## src/rtl/mac_rd_pkg.sv

```systemverilog
package mac_rd_pkg;
  typedef enum logic [1:0] {
    RD_FRAC = 2'b00,
    RD_SINT = 2'b01,
    RD_UINT = 2'b10,
    RD_RSVD = 2'b11
  } rd_kind_e;
endpackage

```

## src/rtl/mac_round_sat.sv

```systemverilog
// Arithmetic right shift, optional round-half-to-even, optional signed clamp.
module mac_round_sat #(
  parameter int IN_W  = 64,
  parameter int SHIFT = 8,
  parameter int OUT_W = 32
) (
  input  logic [IN_W-1:0]  val_i,
  input  logic             round_en_i,
  input  logic             sat_en_i,
  output logic [OUT_W-1:0] res_o
);
  localparam int SH_W = IN_W - SHIFT + 1;

  logic [SH_W-1:0]     trunc;
  logic [SH_W-1:0]     rnd;
  logic [SHIFT-1:0]    rem;
  logic [SHIFT-1:0]    half;
  logic                inc;
  logic [SH_W-OUT_W:0] top_bits;
  logic                fits;

  always_comb begin
    trunc    = {val_i[IN_W-1], val_i[IN_W-1:SHIFT]};
    rem      = val_i[SHIFT-1:0];
    half     = {1'b1, {(SHIFT-1){1'b0}}};
    inc      = round_en_i && ((rem > half) || ((rem == half) && trunc[0]));
    rnd      = trunc + {{(SH_W-1){1'b0}}, inc};
    top_bits = rnd[SH_W-1:OUT_W-1];
    fits     = (&top_bits) || !(|top_bits);
    if (sat_en_i && !fits)
      res_o = rnd[SH_W-1] ? {1'b1, {(OUT_W-1){1'b0}}} : {1'b0, {(OUT_W-1){1'b1}}};
    else
      res_o = rnd[OUT_W-1:0];
  end
endmodule

```

## src/rtl/mac_int_sat.sv

```systemverilog
// Integer readout: signed or unsigned clamp to RES_W bits.
module mac_int_sat #(
  parameter int ACC_W = 64,
  parameter int RES_W = 32
) (
  input  logic [ACC_W-1:0] acc_i,
  input  logic             signed_i,
  output logic [RES_W-1:0] res_o
);
  logic [ACC_W-RES_W:0] s_top;
  logic                 s_fits;
  logic                 u_fits;

  always_comb begin
    s_top  = acc_i[ACC_W-1:RES_W-1];
    s_fits = (&s_top) || !(|s_top);
    u_fits = !(|acc_i[ACC_W-1:RES_W]);
    if (signed_i) begin
      if (s_fits) res_o = acc_i[RES_W-1:0];
      else        res_o = acc_i[ACC_W-1] ? {1'b1, {(RES_W-1){1'b0}}}
                                         : {1'b0, {(RES_W-1){1'b1}}};
    end else begin
      res_o = u_fits ? acc_i[RES_W-1:0] : {RES_W{1'b1}};
    end
  end
endmodule

```

## src/rtl/mac_acc_readout.sv

```systemverilog
module mac_acc_readout
  import mac_rd_pkg::*;
#(
  parameter int ACC_W   = 64,
  parameter int RES_W   = 32,
  parameter int FR_W    = 40,
  parameter int SH_WIDE = 8,
  parameter int SH_HALF = 24
) (
  input  logic             clk_i,
  input  logic             rst_ni,
  input  logic             req_i,
  input  logic [1:0]       kind_i,
  input  logic [ACC_W-1:0] acc_i,
  input  logic             half_i,
  input  logic             round_i,
  input  logic             sat_i,
  output logic [RES_W-1:0] res_o,
  output logic             valid_o
);
  localparam int HALF_W = RES_W / 2;

  logic [RES_W-1:0]  frac_wide;
  logic [HALF_W-1:0] frac_half;
  logic [RES_W-1:0]  int_res;
  logic [RES_W-1:0]  nxt_res;

  mac_round_sat #(.IN_W(ACC_W), .SHIFT(SH_WIDE), .OUT_W(RES_W)) u_wide (
    .val_i      (acc_i),
    .round_en_i (round_i),
    .sat_en_i   (sat_i),
    .res_o      (frac_wide)
  );

  mac_round_sat #(.IN_W(ACC_W), .SHIFT(SH_HALF), .OUT_W(HALF_W)) u_half (
    .val_i      (acc_i),
    .round_en_i (1'b1),
    .sat_en_i   (sat_i),
    .res_o      (frac_half)
  );

  mac_int_sat #(.ACC_W(ACC_W), .RES_W(RES_W)) u_int (
    .acc_i    (acc_i),
    .signed_i (kind_i == RD_SINT),
    .res_o    (int_res)
  );

  always_comb begin
    unique case (rd_kind_e'(kind_i))
      RD_FRAC:          nxt_res = half_i ? {{(RES_W-HALF_W){1'b0}}, frac_half} : frac_wide;
      RD_SINT, RD_UINT: nxt_res = int_res;
      default:          nxt_res = '0;
    endcase
  end

  always_ff @(posedge clk_i or negedge rst_ni) begin
    if (!rst_ni) begin
      res_o   <= '0;
      valid_o <= 1'b0;
    end else begin
      valid_o <= req_i;
      if (req_i) res_o <= nxt_res;
    end
  end
endmodule

```

## config.mk

```make
export PLATFORM = sky130hd
export DESIGN_NAME = mac_acc_readout
export DESIGN_NICKNAME = d
export VERILOG_FILES = /design/src/rtl/mac_rd_pkg.sv /design/src/rtl/mac_round_sat.sv /design/src/rtl/mac_int_sat.sv /design/src/rtl/mac_acc_readout.sv
export SDC_FILE = /design/constraint.sdc
export NUM_CORES = 1
export LEC_CHECK = 0
export CELL_PAD_IN_SITES_DETAIL_PLACEMENT = 0
export CELL_PAD_IN_SITES_GLOBAL_PLACEMENT = 2
export CORE_AREA = 2 2 116 175
export CTS_BUF_LIST = sky130_fd_sc_hd__clkbuf_4
export CTS_CLUSTER_SIZE = 14
export DETAILED_ROUTE_END_ITERATION = 10
export DIE_AREA = 0 0 118 177
export GPL_TIMING_DRIVEN = 0
export HOLD_SLACK_MARGIN = 0.02
export PLACE_DENSITY_LB_ADDON = 0.1
export SETUP_SLACK_MARGIN = 0.02
export SYNTH_ARGS = -nofsm -noshare
export SYNTH_HDL_FRONTEND = slang
export SYNTH_SLANG_ARGS = --single-unit
```

## constraint.sdc

```tcl
create_clock -name clk_i -period 0.81 [get_ports clk_i]
set_input_delay 0.1215 -clock clk_i [delete_from_list [all_inputs] [get_ports clk_i]]
set_output_delay 0.1215 -clock clk_i [all_outputs]
set_load 0.03 [all_outputs]
```

**Word level (Yosys, flattened, before mapping)**

Index checks and enable logic that the tools add are counted.

- Bits in registers: 33
- Input port bits: 72
- Logic and storage cells: 44

- $add $sub $neg: 2
- Magnitude comparators: 2
- Equal/unequal tests: 4
- Mux-type cells: 10
- Reductions and logical operators: 24

Operators with widths:

| kind | count |
|---|---|
| $mux W32 | 7 |
| $pmux W32 S2 | 1 |
| $add A56 B2 Y57 | 1 |
| $reduce_and A26 Y1 | 2 |
| $reduce_or A26 Y1 | 2 |
| $add A40 B2 Y41 | 1 |
| $reduce_and A33 Y1 | 1 |
| $reduce_or A33 Y1 | 1 |
| $mux W16 | 2 |
| $reduce_or A32 Y1 | 1 |
| $eq A24 B24 Y1 const B | 1 |
| $gt A24 B24 Y1 const B | 1 |
| $eq A8 B8 Y1 const B | 1 |
| $gt A8 B8 Y1 const B | 1 |
| $logic_and A1 B1 Y1 | 5 |
| $logic_not A1 Y1 | 5 |
| $logic_or A1 B1 Y1 | 5 |
| $eq A2 B1 Y1 const B | 1 |
| $eq A2 B2 Y1 const B | 1 |
| $logic_not A2 Y1 | 1 |
| $reduce_or A2 Y1 | 1 |

**Longest topological paths before layout**

- Word-level depth: 13
- Depth in mapped cells: 18
- Depth with buffers taken out: 15

**Modules after synthesis**

From an unflattened synthesis, not the netlist that was laid out.

- Cell total of the unflattened synthesis: 800
- Area total of the unflattened synthesis: 6324.8 sq um

Modules (own cells, without submodules):

| module | times used | cells an instance | area each (sq um) | sequential area each (sq um) |
|---|---|---|---|---|
| mac_round_sat (u_wide) | 1 | 388 | 2720.1 | 0.0 |
| mac_acc_readout | 1 | 137 | 1766.7 | 825.8 |
| mac_round_sat (u_half) | 1 | 208 | 1352.5 | 0.0 |
| mac_int_sat | 1 | 67 | 485.5 | 0.0 |

**Worst setup path after synthesis**

Ideal clock, no wire load.

- Path type: in2reg
- Start: input port acc_i[21]
- End: register res_o[10]
- Arrival: 3.236 ns
- Data required time: 0.665 ns
- Slack: -2.570 ns
- Cell stages on the path: 18
- Path buffers: 3
- Cells stage by stage: buf_2 -> nor4_1 -> nand4_1 -> o21a_1 -> ha_1 -> ha_1 -> nand3_1 -> or4_1 -> nor2_1 -> mux2_2 -> o21ai_0 -> and3_1 -> a31oi_1 -> and3_1 -> buf_2 -> buf_2 -> a211oi_1 -> o221ai_1

- Word-level cells in the longest chain between the ends: 12
- Elaborated cells on any way between the ends: 24

RTL lines:

| item | line | text |
|---|---|---|
| start: declaration | mac_acc_readout.sv:14 | `input logic [ACC_W-1:0] acc_i,` |
| parallel branches: the longest is 10 deep, another holds $add A40 B2 Y41 | -- |  |
| $mux W32 * | mac_acc_readout.sv:50 | `RD_FRAC: nxt_res = half_i ? {{(RES_W-HALF_W){1'b0}}, frac_half} : frac_wide;` |
| $pmux W32 S2 * | mac_acc_readout.sv:49 | `unique case (rd_kind_e'(kind_i))` |
| end signal: assignment | mac_acc_readout.sv:62 | `if (req_i) res_o <= nxt_res;` |
| end: declaration | mac_acc_readout.sv:18 | `output logic [RES_W-1:0] res_o,` |

Every way passes the cells marked *.
A chain may end at the register's enable or synchronous reset.

**Final worst setup path**

- Start: input port acc_i[8]
- End: register res_o[13]

- Word-level cells in the longest chain between the ends: 12
- Elaborated cells on any way between the ends: 27

RTL lines:

| item | line |
|---|---|
| parallel branches: the longest is 10 deep, another holds $add A40 B2 Y41 | -- |
| $mux W32 * | mac_acc_readout.sv:50 |
| $pmux W32 S2 * | mac_acc_readout.sv:49 |

Marked as above.

==> out/metrics.yaml <==
tightestPinTransition_ns: 0.803
route.detailed.drc: 0
nets: 964
max_cap_viol_count: 0
synth_flop_cell: "dfrtp_1"
dr.pass1.iters: 5
crit_arrival_ns: 3.59
crit_type: "input port to flop"
via_per_inst: 5.63
grt_pass1_wl_um: 40200
dieArea_um2: 20900
die_h_um: 177
worstSetupStartpointType: "input port"
rows: 63
ys_seq_area_frac: 0.166
layout_setup_ws_ns: -2.49
start_util: 0.255
area_growth_pct: 58.4
async_flop_share: 1.00
relSlewSlack: 0.465
gp_congestion: 0.974
track_usage: 0.254
ios: 105
required_ns: 1.10
crit_fanout: 5
antenna_found_initial: 1
fin_util: 0.404
port-buffer-count: 76
ys_ff_latch: 33
die_x_um: 118
clock_latency_ns: 0.37
numCtsBuffers: 5
violations: "negative hold slack, negative setup slack"
vias: 6453
place_ws_ns: -4.47
final_antenna_net_count: 0
syn_area_um2: 4970
power.density_nw_per_um2: 867
finalHoldViolations: 33
cts_max_path_buffers: 2
grt_setup_unrepaired: "true"
cp-end-kind: "flop"
root_buffer: "clkbuf_4"
cts.sinks: 33
holdCritPathClass: "input port to async pin"
grt_overflow_total: 0
netlist_instances: 720
wl_met3_um: 1010
finalCritPeriodShare: 4.07
setup_viol: 65
outcome: "finished, violations left"
p_leak_nw: 2.86
finalMaxSlewViolations: 0
ys_warn_count: 0
synth.avg_cell_area_um2: 6.90
synth-edff-count: 0
cts_tree: "yes"
path_clk_slew_ns: 0.11
top_layer: "met4"
routed-wl-met2_um: 14200
holdWs_ns: -0.189
synth_fp_nets: 799
grt_max_degree: 34
wl_per_cell_um: 23.8
first_iter_violations: 345
finalCriticalPeriod_ns: 3.30
dp_hpwl_um: 21000
drive_gt1_frac: 0.357
finClkSkew_ns: 0
max_freq_mhz: 303
coreArea_um2: 19500
wl_um: 27200
drt-met1-wl_um: 9420
grt_pass1_vias: 6453
peakVddDrop_uv: 370
synth.distinct_cells: 70
htreeDepth: 2
==> metal layers <==
layer  vias to the layer above  GRT usage
met1                      3113      0.254
li1                       2978          -
met5                         -          0
met2                       266      0.479
met4                         0      0.206
met3                        96     0.0206
==> cell type report <==
cell class	count	area (um2)
flip-flops and latches	33	826
clock inverters	1	3.75
fillers	2087	11600
plain buffers	65	377
clock buffers	6	45.0
multi-input cells	597	4640
inverters	23	86.3
diodes	1	2.50
repair buffers	160	1560
well taps	260	325
==> flip-flops by register name, summed over array words and instances (netlist names) <==
| register | count |
|---|---|
| res_o | 32 |
| valid_o | 1 |
==> kinds of logic (layout without fill, tap and decap cells) <==
kind of cell,Yosys count,in the layout,synth area share
DFF,33,33,0.166
xor gates and xnor gates,76,76,0.134
buffers and inverters,90,255,0.0793
and+or+nand+nor,336,336,0.375
other,0,1,0
AOI/OAI and AO/OA,173,173,0.218
muxes,5,5,0.0103
adders and majority gates,7,7,0.0176
==> synthesized netlist by cell type, types with 5 or more instances <==
cell / instances / area, um2
a211oi_1: 9 / 67.6
a21oi_1: 65 / 325
a22oi_1: 6 / 45.0
a311oi_1: 6 / 52.6
and3_1: 6 / 37.5
and4_1: 9 / 78.8
buf_2: 20 / 100
buf_4: 6 / 45.0
clkbuf_1: 35 / 131
dfrtp_1: 33 / 826
ha_1: 7 / 87.6
inv_1: 22 / 82.6
nand2_1: 56 / 210
nand2b_1: 5 / 31.3
nand3_1: 42 / 210
nand4_1: 42 / 263
nor2_1: 83 / 312
nor3_1: 22 / 110
nor4_1: 25 / 156
nor4_2: 5 / 62.6
o2111ai_1: 5 / 43.8
o211ai_1: 6 / 45.0
o21ai_0: 24 / 120
o21ai_1: 14 / 70.1
o221ai_1: 11 / 96.3
or2_2: 6 / 37.5
xnor2_1: 49 / 429
xor2_1: 27 / 236
==> report_power, final <==
part / switching, mW / internal, mW
sequential: 0.165 / 1.86
clock: 0.628 / 0.348
combinational: 2.24 / 1.59
==> worst paths after layout <==
check	startpoint	end	slack, ns	depth (start not counted)
min	rst_ni	res_o[10]$_DFFE_PN0P_	-0.19	1
max reg2reg	res_o[14]$_DFFE_PN0P_	res_o[14]$_DFFE_PN0P_	-0.17	3
min in group clk_i	acc_i[2]	res_o[2]$_DFFE_PN0P_	0.13	5
min reg2reg	res_o[16]$_DFFE_PN0P_	res_o[16]$_DFFE_PN0P_	0.54	2
max	acc_i[8]	res_o[13]$_DFFE_PN0P_	-2.49	19
max in group asynchronous	rst_ni	res_o[27]$_DFFE_PN0P_	0.47	1
==> placed cells by master, fill, tap and decap left out, types with 10 or more instances in the layout <==
cell | Yosys | final
o21ai_2 | 1 | 11
clkbuf_1 | 35 | 26
o21ai_0 | 24 | 16
nand4_1 | 42 | 42
buf_4 | 6 | 71
nor3_1 | 22 | 19
nand2_1 | 56 | 51
nor4_4 | 2 | 14
xnor2_1 | 49 | 48
nand3_1 | 42 | 33
nor2_1 | 83 | 75
xor2_1 | 27 | 26
a21oi_1 | 65 | 60
clkdlybuf4s50_1 | 0 | 17
buf_8 | 0 | 11
dfrtp_1 | 33 | 33
inv_1 | 22 | 22
buf_2 | 20 | 23
nor4_1 | 25 | 12
clkbuf_2 | 1 | 10
buf_6 | 1 | 54
==> critical path, cell delays in order <==
cell,delay [ns]
buf_8,0.10
nor4_4,0.27
nand2_2,0.09
buf_4,0.15
o21a_1,0.17
ha_2,0.21
ha_4,0.17
nand3_4,0.14
nor4_4,0.08
buf_6,0.16
nand4b_1,0.12
nand2_2,0.10
nor4_2,0.27
nand4_1,0.26
or4_4,0.58
nand2_4,0.12
buf_4,0.12
a311oi_1,0.11
o221ai_1,0.22
==> through the flow <==
stage	total power, mW	instance area (um2)	cells	setup TNS, ns
2_1_floorplan	3.77	5190	720	-72.05
3_3_place_gp	5.16	6280	1056	-178.09
3_5_place_dp	5.15	6270	1056	-137.81
4_1_cts	6.64	7410	1126	-84.40
5_1_grt	7.16	7870	1146	-88.58
6_report	6.83	7870	1146	-85.03
==> what timing repair did <==
action / in CTS / in global routing
setup buffers: 59 / 23
cloned: 4 / 2
endpoints found under the setup margin: 65 / 65
gates resized for setup: 466 / 70
pin swaps: 57 / 50
hold endpoints to repair: 33 / 33
Note: power is estimated with default switching activity, not from simulation.
